File: src/rtl/fag_pkg.sv
package fag_pkg;
  localparam int unsigned DW       = 32;
  localparam int unsigned GATE_BIT = 10;
  localparam int unsigned CP_LO    = 20;
  localparam int unsigned CP_W     = 4;
  localparam int unsigned HYP_LO   = 10;
  localparam int unsigned HYP_W    = 2;
  localparam int unsigned CP10_LO  = 20;

  typedef enum logic [1:0] {
    IDX_GATE = 2'd0,
    IDX_CP   = 2'd1,
    IDX_HYP  = 2'd2,
    IDX_NONE = 2'd3
  } reg_idx_e;
endpackage

File: src/rtl/fag_gate.sv
module fag_gate #(
  parameter bit MON_PRESENT = 1'b1,
  parameter bit MON_IS_64   = 1'b0
) (
  input  logic ns_i,
  input  logic gate_bit_i,
  output logic gate_o
);
  generate
    if (MON_PRESENT && !MON_IS_64) begin : g_gated
      assign gate_o = ns_i & ~gate_bit_i;
    end else begin : g_open
      assign gate_o = 1'b0;
    end
  endgenerate
endmodule

File: src/rtl/fag_regs.sv
module fag_regs
  import fag_pkg::*;
(
  input  logic          clk_i,
  input  logic          rst_ni,
  input  logic          wr_en_i,
  input  logic [1:0]    addr_i,
  input  logic [DW-1:0] wdata_i,
  input  logic          ns_i,
  input  logic          gate_i,
  output logic [DW-1:0] gate_q_o,
  output logic [DW-1:0] cp_q_o,
  output logic [DW-1:0] hyp_q_o
);
  localparam logic [DW-1:0] CP_M  = {{(DW-CP_W){1'b0}}, {CP_W{1'b1}}} << CP_LO;
  localparam logic [DW-1:0] HYP_M = {{(DW-HYP_W){1'b0}}, {HYP_W{1'b1}}} << HYP_LO;

  logic [DW-1:0] gate_q, cp_q, hyp_q;
  logic          wr_gate, wr_cp, wr_hyp;

  assign wr_gate = wr_en_i && (addr_i == IDX_GATE) && !ns_i;
  assign wr_cp   = wr_en_i && (addr_i == IDX_CP);
  assign wr_hyp  = wr_en_i && (addr_i == IDX_HYP);

  always_ff @(posedge clk_i or negedge rst_ni) begin
    if (!rst_ni) begin
      gate_q <= '0;
      cp_q   <= '0;
      hyp_q  <= '0;
    end else begin
      if (wr_gate) gate_q <= wdata_i;
      if (wr_cp)   cp_q   <= gate_i ? ((wdata_i & ~CP_M) | (cp_q & CP_M)) : wdata_i;
      if (wr_hyp)  hyp_q  <= gate_i ? ((wdata_i & ~HYP_M) | (hyp_q & HYP_M)) : wdata_i;
    end
  end

  assign gate_q_o = gate_q;
  assign cp_q_o   = cp_q;
  assign hyp_q_o  = hyp_q;

  AST_CP_FIELD_KEPT: assert property (@(posedge clk_i) disable iff (!rst_ni)
    (wr_cp && gate_i) |=> (cp_q[CP_LO+CP_W-1:CP_LO] == $past(cp_q[CP_LO+CP_W-1:CP_LO])));
  AST_HYP_FIELD_KEPT: assert property (@(posedge clk_i) disable iff (!rst_ni)
    (wr_hyp && gate_i) |=> (hyp_q[HYP_LO+HYP_W-1:HYP_LO] == $past(hyp_q[HYP_LO+HYP_W-1:HYP_LO])));
  AST_NS_GATE_WR_IGNORED: assert property (@(posedge clk_i) disable iff (!rst_ni)
    (wr_en_i && addr_i == IDX_GATE && ns_i) |=> $stable(gate_q));
endmodule

File: src/rtl/fag_trap.sv
module fag_trap
  import fag_pkg::*;
(
  input  logic       gate_i,
  input  logic       ns_i,
  input  logic [1:0] cur_el_i,
  input  logic [1:0] cp10_i,
  input  logic       hyp_tcp_i,
  output logic       trap_vld_o,
  output logic [1:0] trap_el_o
);
  logic gate_trap, cp_trap, hyp_trap;

  assign gate_trap = gate_i && (cur_el_i <= 2'd2);
  assign cp_trap   = (cur_el_i <= 2'd1) &&
                     ((cp10_i == 2'b00) || (cp10_i == 2'b10) ||
                      ((cp10_i == 2'b01) && (cur_el_i == 2'd0)));
  assign hyp_trap  = ns_i && (cur_el_i <= 2'd2) && hyp_tcp_i;

  always_comb begin
    trap_vld_o = gate_trap | cp_trap | hyp_trap;
    if (gate_trap)     trap_el_o = (cur_el_i == 2'd2) ? 2'd2 : 2'd1;
    else if (cp_trap)  trap_el_o = 2'd1;
    else if (hyp_trap) trap_el_o = 2'd2;
    else               trap_el_o = 2'd0;
  end

  always_comb begin
    if (cur_el_i == 2'd3) AST_NO_TRAP_AT_MON: assert (!trap_vld_o);
  end
endmodule

File: src/rtl/fpu_access_gate.sv
module fpu_access_gate
  import fag_pkg::*;
#(
  parameter bit MON_PRESENT = 1'b1,
  parameter bit MON_IS_64   = 1'b0
) (
  input  logic          clk_i,
  input  logic          rst_ni,
  input  logic          wr_en_i,
  input  logic [1:0]    addr_i,
  input  logic [31:0]   wdata_i,
  input  logic          ns_i,
  input  logic [1:0]    cur_el_i,
  output logic [31:0]   rdata_o,
  output logic          trap_vld_o,
  output logic [1:0]    trap_el_o
);
  localparam logic [DW-1:0] CP_M  = {{(DW-CP_W){1'b0}}, {CP_W{1'b1}}} << CP_LO;
  localparam logic [DW-1:0] HYP_M = {{(DW-HYP_W){1'b0}}, {HYP_W{1'b1}}} << HYP_LO;

  logic          gate;
  logic [DW-1:0] gate_q, cp_q, hyp_q;

  fag_gate #(.MON_PRESENT(MON_PRESENT), .MON_IS_64(MON_IS_64)) u_gate (
    .ns_i       (ns_i),
    .gate_bit_i (gate_q[GATE_BIT]),
    .gate_o     (gate)
  );

  fag_regs u_regs (
    .clk_i    (clk_i),
    .rst_ni   (rst_ni),
    .wr_en_i  (wr_en_i),
    .addr_i   (addr_i),
    .wdata_i  (wdata_i),
    .ns_i     (ns_i),
    .gate_i   (gate),
    .gate_q_o (gate_q),
    .cp_q_o   (cp_q),
    .hyp_q_o  (hyp_q)
  );

  fag_trap u_trap (
    .gate_i     (gate),
    .ns_i       (ns_i),
    .cur_el_i   (cur_el_i),
    .cp10_i     (cp_q[CP10_LO+1:CP10_LO]),
    .hyp_tcp_i  (hyp_q[HYP_LO]),
    .trap_vld_o (trap_vld_o),
    .trap_el_o  (trap_el_o)
  );

  always_comb begin
    unique case (addr_i)
      IDX_GATE: rdata_o = gate_q;
      IDX_CP:   rdata_o = gate ? (cp_q & ~CP_M) : cp_q;
      IDX_HYP:  rdata_o = gate ? (hyp_q | HYP_M) : hyp_q;
      default:  rdata_o = '0;
    endcase
  end

  AST_CP_READS_ZERO: assert property (@(posedge clk_i) disable iff (!rst_ni)
    (gate && addr_i == IDX_CP) |-> (rdata_o[CP_LO+CP_W-1:CP_LO] == '0));
  AST_HYP_READS_ONE: assert property (@(posedge clk_i) disable iff (!rst_ni)
    (gate && addr_i == IDX_HYP) |-> (rdata_o[HYP_LO+HYP_W-1:HYP_LO] == '1));
  AST_GATE_TRAP_LEVEL: assert property (@(posedge clk_i) disable iff (!rst_ni)
    (gate && cur_el_i <= 2'd2) |-> (trap_vld_o && trap_el_o == ((cur_el_i == 2'd2) ? 2'd2 : 2'd1)));
  AST_IDX3_ZERO: assert property (@(posedge clk_i) disable iff (!rst_ni)
    (addr_i == IDX_NONE) |-> (rdata_o == '0));
endmodule

File: config.mk
export PLATFORM = sky130hd
export DESIGN_NAME = fpu_access_gate
export DESIGN_NICKNAME = d
export VERILOG_FILES = /design/src/rtl/fag_pkg.sv /design/src/rtl/fag_gate.sv /design/src/rtl/fag_regs.sv /design/src/rtl/fag_trap.sv /design/src/rtl/fpu_access_gate.sv
export SDC_FILE = /design/constraint.sdc
export NUM_CORES = 1
export LEC_CHECK = 0
export ABC_AREA = 1
export BUFFER_PORTS_ARGS = -buffer_cell sky130_fd_sc_hd__buf_4
export CAP_MARGIN = 20
export CORE_MARGIN = 1.5
export CORE_UTILIZATION = 50
export DETAILED_ROUTE_END_ITERATION = 7
export PLACE_DENSITY = 0.76
export SLEW_MARGIN = 5
export SYNTH_ARGS = -nofsm -noshare
export SYNTH_HDL_FRONTEND = slang
export SYNTH_SLANG_ARGS = --single-unit
File: constraint.sdc
create_clock -name clk_i -period 1.3 [get_ports clk_i]
set_clock_uncertainty 0.1 [all_clocks]
set_input_delay 0.195 -clock clk_i [delete_from_list [all_inputs] [get_ports clk_i]]
set_output_delay 0.195 -clock clk_i [all_outputs]
set_load 0.05 [all_outputs]
Word level (Yosys, flattened, before mapping)
Cells that the tools add are included.

cells by class
  add/sub/neg operators = 0
  reductions and logical operators = 15
  mux-type cells = 9
  multiply operators = 0
  bitwise gates (word level) = 6
  order comparisons = 2
  equal/unequal tests = 5
  div/mod/pow operators = 0
  shift-type cells = 0

operators with widths
  operator              count
  $pmux W32 S3          1
  $mux W32              2
  $or A32 B12 Y32       1
  $or A32 B24 Y32       1
  $mux W24              1
  $mux W12              1
  $logic_and A1 B1 Y1   9
  $mux W2               4
  $eq A2 B2 Y1 const B  3
  $logic_not A2 Y1      3
  $eq A2 B1 Y1 const B  2
  $le A2 B1 Y1 const B  1
  $le A2 B2 Y1 const B  1
  $logic_or A1 B1 Y1    2
  $or A1 B1 Y1          2
  $and A1 B1 Y1         1
  $logic_not A1 Y1      1
  $not A1 Y1            1

storage, ports and cells
  latch bits = 0
  word-level logic and storage cells = 40
  memories kept = 0
  flip-flop bits (word level) = 96
  output and inout bits = 35
  input port bits = 40
  ROM bits = 0
  memory bits (writable) = 0

Logic depth before layout (Yosys ltp)
Gate-level depths: netlist of run 1.

  word-level depth = 6
  gate-level depth with buffers = 7
  depth with buffers taken out = 6

Cells and area by module
A second synthesis of run 1 with hierarchy kept.

second synthesis, totals
  cells, all modules = 534
  area, all modules = 4,491.8 µm²

by module, submodules not included
  module           area each (µm²)  cells an instance  sequential area each (µm²)  instances
  fag_regs         3,673.5          358                2,402.3                     1
  fpu_access_gate  745.7            162                0.0                         1
  fag_trap         62.6             12                 0.0                         1
  fag_gate         10.0             2                  0.0                         1

Least setup slack after synthesis of run 1
Ideal clock, no wire load.

  path type = register -> output
  start point = register u_regs.gate_q[10] (netlist: u_regs.gate_q_o[10])
  end point = output trap_el_o[0]
  path buffers = 0
  cell stages (with the launch flop) = 4
  slack = -0.558 ns
  required time = 1.005 ns
  arrival = 1.563 ns
  cell sequence = dfrtp_1 nor2_1 nand2_1 a21oi_1

between the ends
  cells in the longest elaborated chain, start to end = 4

ends and longest elaborated chain
  what                    RTL line               text
  from (decl)             fag_regs.sv:18         logic [DW-1:0] gate_q, cp_q, hyp_q;
  from (signal assigned)  fag_regs.sv:31         if (wr_gate) gate_q <= wdata_i;
  $not A1 Y1              fag_gate.sv:11         assign gate_o = ns_i & ~gate_bit_i;
  $and A1 B1 Y1           fag_gate.sv:11
  $logic_and A1 B1 Y1     fag_trap.sv:14         assign gate_trap = gate_i && (cur_el_i <= 2'd2);
  $mux W2                 fag_trap.sv:22         if (gate_trap) trap_el_o = (cur_el_i == 2'd2) ? 2'd2 : 2'd1;
  to (decl)               fpu_access_gate.sv:16  output logic [1:0] trap_el_o

No other way between the ends.

Worst setup path after layout of run 1
  start point = register u_regs.gate_q[10] (netlist: u_regs.gate_q_o[10])
  end point = output rdata_o[11]

between the ends
  cells in the longest elaborated chain, start to end = 4

ends and longest elaborated chain
  what           RTL line               text
  $not A1 Y1     fag_gate.sv:11
  $and A1 B1 Y1  fag_gate.sv:11
  $mux W12       fpu_access_gate.sv:57  IDX_HYP: rdata_o = gate ? (hyp_q | HYP_M) : hyp_q;
  $pmux W32 S3   fpu_access_gate.sv:54  unique case (addr_i)
  to (decl)      fpu_access_gate.sv:14  output logic [31:0] rdata_o,

No other way between the ends.

==> results of run 1 <==
[layout make-up]
cell class,instances,area share [%]
Clock inverter,7,1.70
Sequential cell,96,39.9
Clock buffer,9,2.06
Timing Repair Buffer,140,22.7
Multi-Input combinational cell,349,29.0
Inverter,38,2.41
Tap cell,105,2.18
[layer usage]
| metal | GRT usage (%) | vias to the layer above |
|---|---|---|
| met2 | 42.0 | 114 |
| li1 | - | 1865 |
| met4 | 11.9 | 0 |
| met1 | 32.6 | 1890 |
| met5 | 0 | - |
| met3 | 3.32 | 17 |
[metrics by stage]
stage          TNS [ns]  std cells
2_1_floorplan   -0.0590        510
6_report          -5.19        744
3_3_place_gp      -5.17        685
3_5_place_dp      -5.79        685
4_1_cts           -5.17        727
5_1_grt           -6.72        744
[kinds of logic after synthesis]
| family | count (synthesis) | synth area share, % |
|---|---|---|
| DFF | 96 | 57.6 |
| and+or+nand+nor | 255 | 24.8 |
| buffers and inverters | 65 | 6.27 |
| AOI/OAI and AO/OA | 94 | 11.3 |
[power breakdown]
group / switching (mW) / internal [mW] / leakage [nW]
clock: 1.09 / 1.10 / 0.104
sequential: 0.305 / 3.50 / 1.20
combinational: 1.45 / 1.10 / 1.87
total: 2.85 / 5.70 / 3.18
[critical path, cell delays in order (launching register included)]
cell     delay, ns
dfrtp_1       0.42
nor2_4        0.15
buf_4         0.17
o21ai_2       0.06
nand3_2       0.08
buf_8         0.15
[sequential cells by signal (all words and copies together) (netlist names)]
name             flops
u_regs.gate_q_o     32
u_regs.cp_q_o       32
u_regs.hyp_q_o      32
[what timing repair did]
item,in CTS,in global routing
pin swaps,64,16
gates cloned,0,0
gates resized for setup,50,15
hold buffers,9,0
buffers inserted,17,17
endpoints found under the hold margin,101,0
setup endpoints to repair,35,38
[layout by cell type (no fill, tap or decap), types with 3 or more instances in the layout]
cell / n
nand2_1: 194
dfrtp_1: 96
buf_4: 85
o21ai_1: 56
inv_1: 36
o21ai_0: 35
nand3_2: 34
buf_6: 26
buf_8: 11
nand2_2: 10
clkbuf_8: 9
dlygate4sd3_1: 9
buf_12: 9
nand3_1: 5
nor2_2: 3
nor2_4: 3
clkinvlp_4: 3
[final timing paths]
path,startpoint,slack (ns),to,cells after the start
max,u_regs.gate_q_o[10]$_DFFE_PN0P_,-0.39,rdata_o[11],5
min reg2reg,u_regs.cp_q_o[22]$_DFFE_PN0P_,0.39,u_regs.cp_q_o[22]$_DFFE_PN0P_,2
min in group asynchronous,rst_ni,0.17,u_regs.cp_q_o[23]$_DFFE_PN0P_,2
max in group asynchronous,rst_ni,0.39,u_regs.hyp_q_o[5]$_DFFE_PN0P_,3
max reg2reg,u_regs.gate_q_o[10]$_DFFE_PN0P_,0.04,u_regs.cp_q_o[20]$_DFFE_PN0P_,7
min,wdata_i[31],0.006,u_regs.cp_q_o[31]$_DFFE_PN0P_,3
==> metrics.csv, run 1 <==
metric,value,unit
worst skew pair latency,0.36,ns
worst-margin pin slew,0.370,ns
share of the synthesized area in the top cell type,57.6,%
routed len/inst,15.1,um
leakage power total,3.18,nW
initial DRC count,176,
flop and latch count out of synthesis,96,
worst setup path class,reg -> out,
vias in the first global route,3784,
setup ws final,-0.393,ns
clk slew on worst S/H paths,0.10,ns
register area,2400,um2
# rows,33,
Slew Limit Fails,0,
Most used DFF post-synth,dfrtp_1,
Fmax,591,MHz
Post-Route M1 WL,4860,um
Slew headroom,75.3,%
Fill cells,578,
endpoint class of the critical path,primary output,
ys async rst share,100,%
GPL Wtd Cong,0.778,
Post-DP HPWL,6710,um
DR vias,3886,
H-tree lvl count,3,
most frequent cell after synthesis,nand2_1,
grt total ovfl,0,
max_cap viols,0,
area of the multi-input gates,1750,um2
mean area per synthesized cell,8.17,um2
CTS tree,done,
Post-synth EDFFs,0,
total CTS buffers,9,
syn_nets,550,
WL met3,421,um
clk sink count,96,
starting density of the core,51.2,%
placed inst area,5220,um2
Hold Path Class,in -> reg,
"Arr. time, crit path",1.40,ns
largest net degree at the start of global routing,65,
final worst path period need,1.69,ns
post-route ant nets,0,
WP data required,1.00,ns
root buf cell,clkbuf_8,
Post-synth top cells,"nand2_1, dfrtp_1, o21ai_1",
Netlist cell types,18,
Diodes inserted,0,
initial antenna violation count,0,
Worst Setup Slack post-DPL,-0.135,ns
yosys warns,0,
met2 wire length,5740,um
post-synthesis sequential area ratio,57.6,%
Overall Power,8.55,mW
Fin Hold WS,0.00554,ns
clk buf depth,2,
status,"complete, but fails checks",
Overall Global Routing Usage,25.2,%
first-pass GRT wire length,17300,um
number of remaining DRC errors,0,
Nets,674,
Final Setup Violations,35,
failing checks,negative setup slack,
pwr dens,1420,nW/um2
Initial DRT Pass Iterations,5,
layout cells sized above 1,32.1,%
Synth area leaders,"dfrtp_1, nand2_1, o21ai_1, nand3_1, o21ai_0",
Syn Inst Count,510,
post-layout instance area,6020,um2
Die Wd,94.3,um
RSZ-0062 raised after global routing,true,
Peak VDD IR,0.668,mV
Die Span Y,94.3,um
final core occ,74.0,%
Die ar.,8890,um2
WL final,11200,um
CP startpoint kind,register,
Final Cycle Share,130,%
Port Buffer Count,74,
core box area,8130,um2
P&R area growth vs syn,44.4,%
leading area contributor after synthesis,dfrtp_1,
top layer in use,met4,
crit-path max FO,4,
"Hold Vio Cnt, Final",0,
post-DR vias/cell,5.22,
Netlist Area Pre-Place,4170,um2
I/O pin total,75,
(Power assumes the default switching activity.)
==> run 2: changes to the inputs <==
Settings changed: CORE_UTILIZATION 50 to 51, PLACE_DENSITY 0.76 to 0.74, SKIP_CTS_REPAIR_TIMING set to 1.
Clock period 1.3 ns to 2 ns, I/O delays scaled along.
==> run 2 against run 1 <==
Effect of this change: the run now ends clean; sequential share of layout area is 7.2 points higher; sequential power is 36% lower; sequential cell count stayed put; core utilization is 8.7 points lower; global-route usage is 1.4 points lower; first-iteration DRC count is 17% higher; via count is 9.8% lower; register-to-register slack better by 0.81 ns; critical endpoint is now trap_el_o[0]; largest power group unchanged; highest routed layer unchanged.
==> metrics.csv, run 2 (synthesis gave the netlist of run 1 again) <==
metric,value,unit
status,finished clean,
worst setup path class,reg -> out,
P&R area growth vs syn,22.4,%
clk slew on worst S/H paths,0.09,ns
Die ar.,8720,um2
cell count after placement,673,
clk sink count,96,
initial DRC count,206,
CTS tree,done,
worst-margin pin slew,0.605,ns
final std cells w/o fill,690,
"commonest non-fill, non-tap cells in the layout","nand2_1, dfrtp_1, buf_4",
# rows,32,
routed len/inst,13.7,um
Die Wd,93.4,um
first-pass GRT wire length,16300,um
Initial DRT Pass Iterations,4,
leakage power total,2.65,nW
Nets,623,
Fin Hold WS,0.0502,ns
pwr dens,954,nW/um2
grt total ovfl,0,
register area,2400,um2
CP startpoint kind,register,
clk buf depth,2,
Slew headroom,59.6,%
GPL Wtd Cong,0.739,
"Arr. time, crit path",1.54,ns
Post-DP HPWL,6160,um
H-tree lvl count,3,
number of remaining DRC errors,0,
vias in the first global route,3616,
Final Setup Violations,0,
Port Buffer Count,74,
"Hold Vio Cnt, Final",0,
post-route ant nets,0,
Fill cells,696,
post-DR vias/cell,5.08,
I/O pin total,75,
endpoint class of the critical path,primary output,
max_cap viols,0,
Die Span Y,93.4,um
Overall Power,4.87,mW
final core occ,65.3,%
Overall Global Routing Usage,23.8,%
Fmax,515,MHz
Worst Setup Slack post-DPL,0.283,ns
Diodes inserted,0,
WL final,9430,um
setup ws final,0.0573,ns
final worst path period need,1.94,ns
area of the multi-input gates,1510,um2
crit-path max FO,5,
"most common cell after layout, fill and taps aside",nand2_1,
largest net degree at the start of global routing,65,
RSZ-0062 raised after global routing,true,
Final Cycle Share,97.1,%
total CTS buffers,9,
Slew Limit Fails,0,
initial antenna violation count,0,
root buf cell,clkbuf_8,
Peak VDD IR,0.505,mV
starting density of the core,53.4,%
DR vias,3506,
Hold Path Class,in -> reg,
layout cells sized above 1,19.2,%
core box area,7810,um2
WP data required,1.60,ns
worst skew pair latency,0.36,ns
==> run 2: worst paths after layout <==
kind,startpoint,cells past startpoint,end,slack (ns)
max,u_regs.gate_q_o[10]$_DFFE_PN0P_,5,trap_el_o[0],0.06
min,wdata_i[22],3,u_regs.cp_q_o[22]$_DFFE_PN0P_,0.05
max reg2reg,u_regs.gate_q_o[10]$_DFFE_PN0P_,5,u_regs.cp_q_o[20]$_DFFE_PN0P_,0.85
min reg2reg,u_regs.cp_q_o[22]$_DFFE_PN0P_,2,u_regs.cp_q_o[22]$_DFFE_PN0P_,0.38
max in group asynchronous,rst_ni,3,u_regs.hyp_q_o[29]$_DFFE_PN0P_,0.89
min in group asynchronous,rst_ni,2,u_regs.cp_q_o[12]$_DFFE_PN0P_,0.32
==> run 2: area by class of cell <==
type	count	area share, %
inverters	38	2.80
multi-input cells	349	29.6
repair buffers	89	14.4
clock buffers	12	3.04
clock inverters	4	0.564
well taps	102	2.50
flip-flops and latches	96	47.1
==> run 2: critical path, stage by stage, from the launching register on <==
cell     delay (ns)
dfrtp_1        0.41
nor2_2         0.13
buf_4          0.15
nand2_1        0.08
a21oi_1        0.19
buf_4          0.23
==> run 2: per-layer routing <==
| metal | up-vias | global-route usage [%] | routed length [um] |
|---|---|---|---|
| li1 | 1765 | - | - |
| met1 | 1634 | 32.1 | 4330 |
| met2 | 90 | 38.9 | 4460 |
| met3 | 17 | 2.76 | 432 |
| met4 | 0 | 10.5 | 205 |
| met5 | - | 0 | 0 |
==> run 2: power by group <==
group | switching, mW | internal, mW
Combinational | 0.799 | 0.425
Sequential | 0.180 | 2.27
Clock | 0.670 | 0.521
==> run 2: stage by stage <==
| step | setup TNS, ns | area, um2 |
|---|---|---|
| final | 0 | 5100 |
| after global routing | -0.0582 | 5100 |
| after CTS | 0 | 5090 |
| after detailed placement | 0 | 4900 |
| after global placement | 0 | 4900 |
| after floorplan | 0 | 4170 |
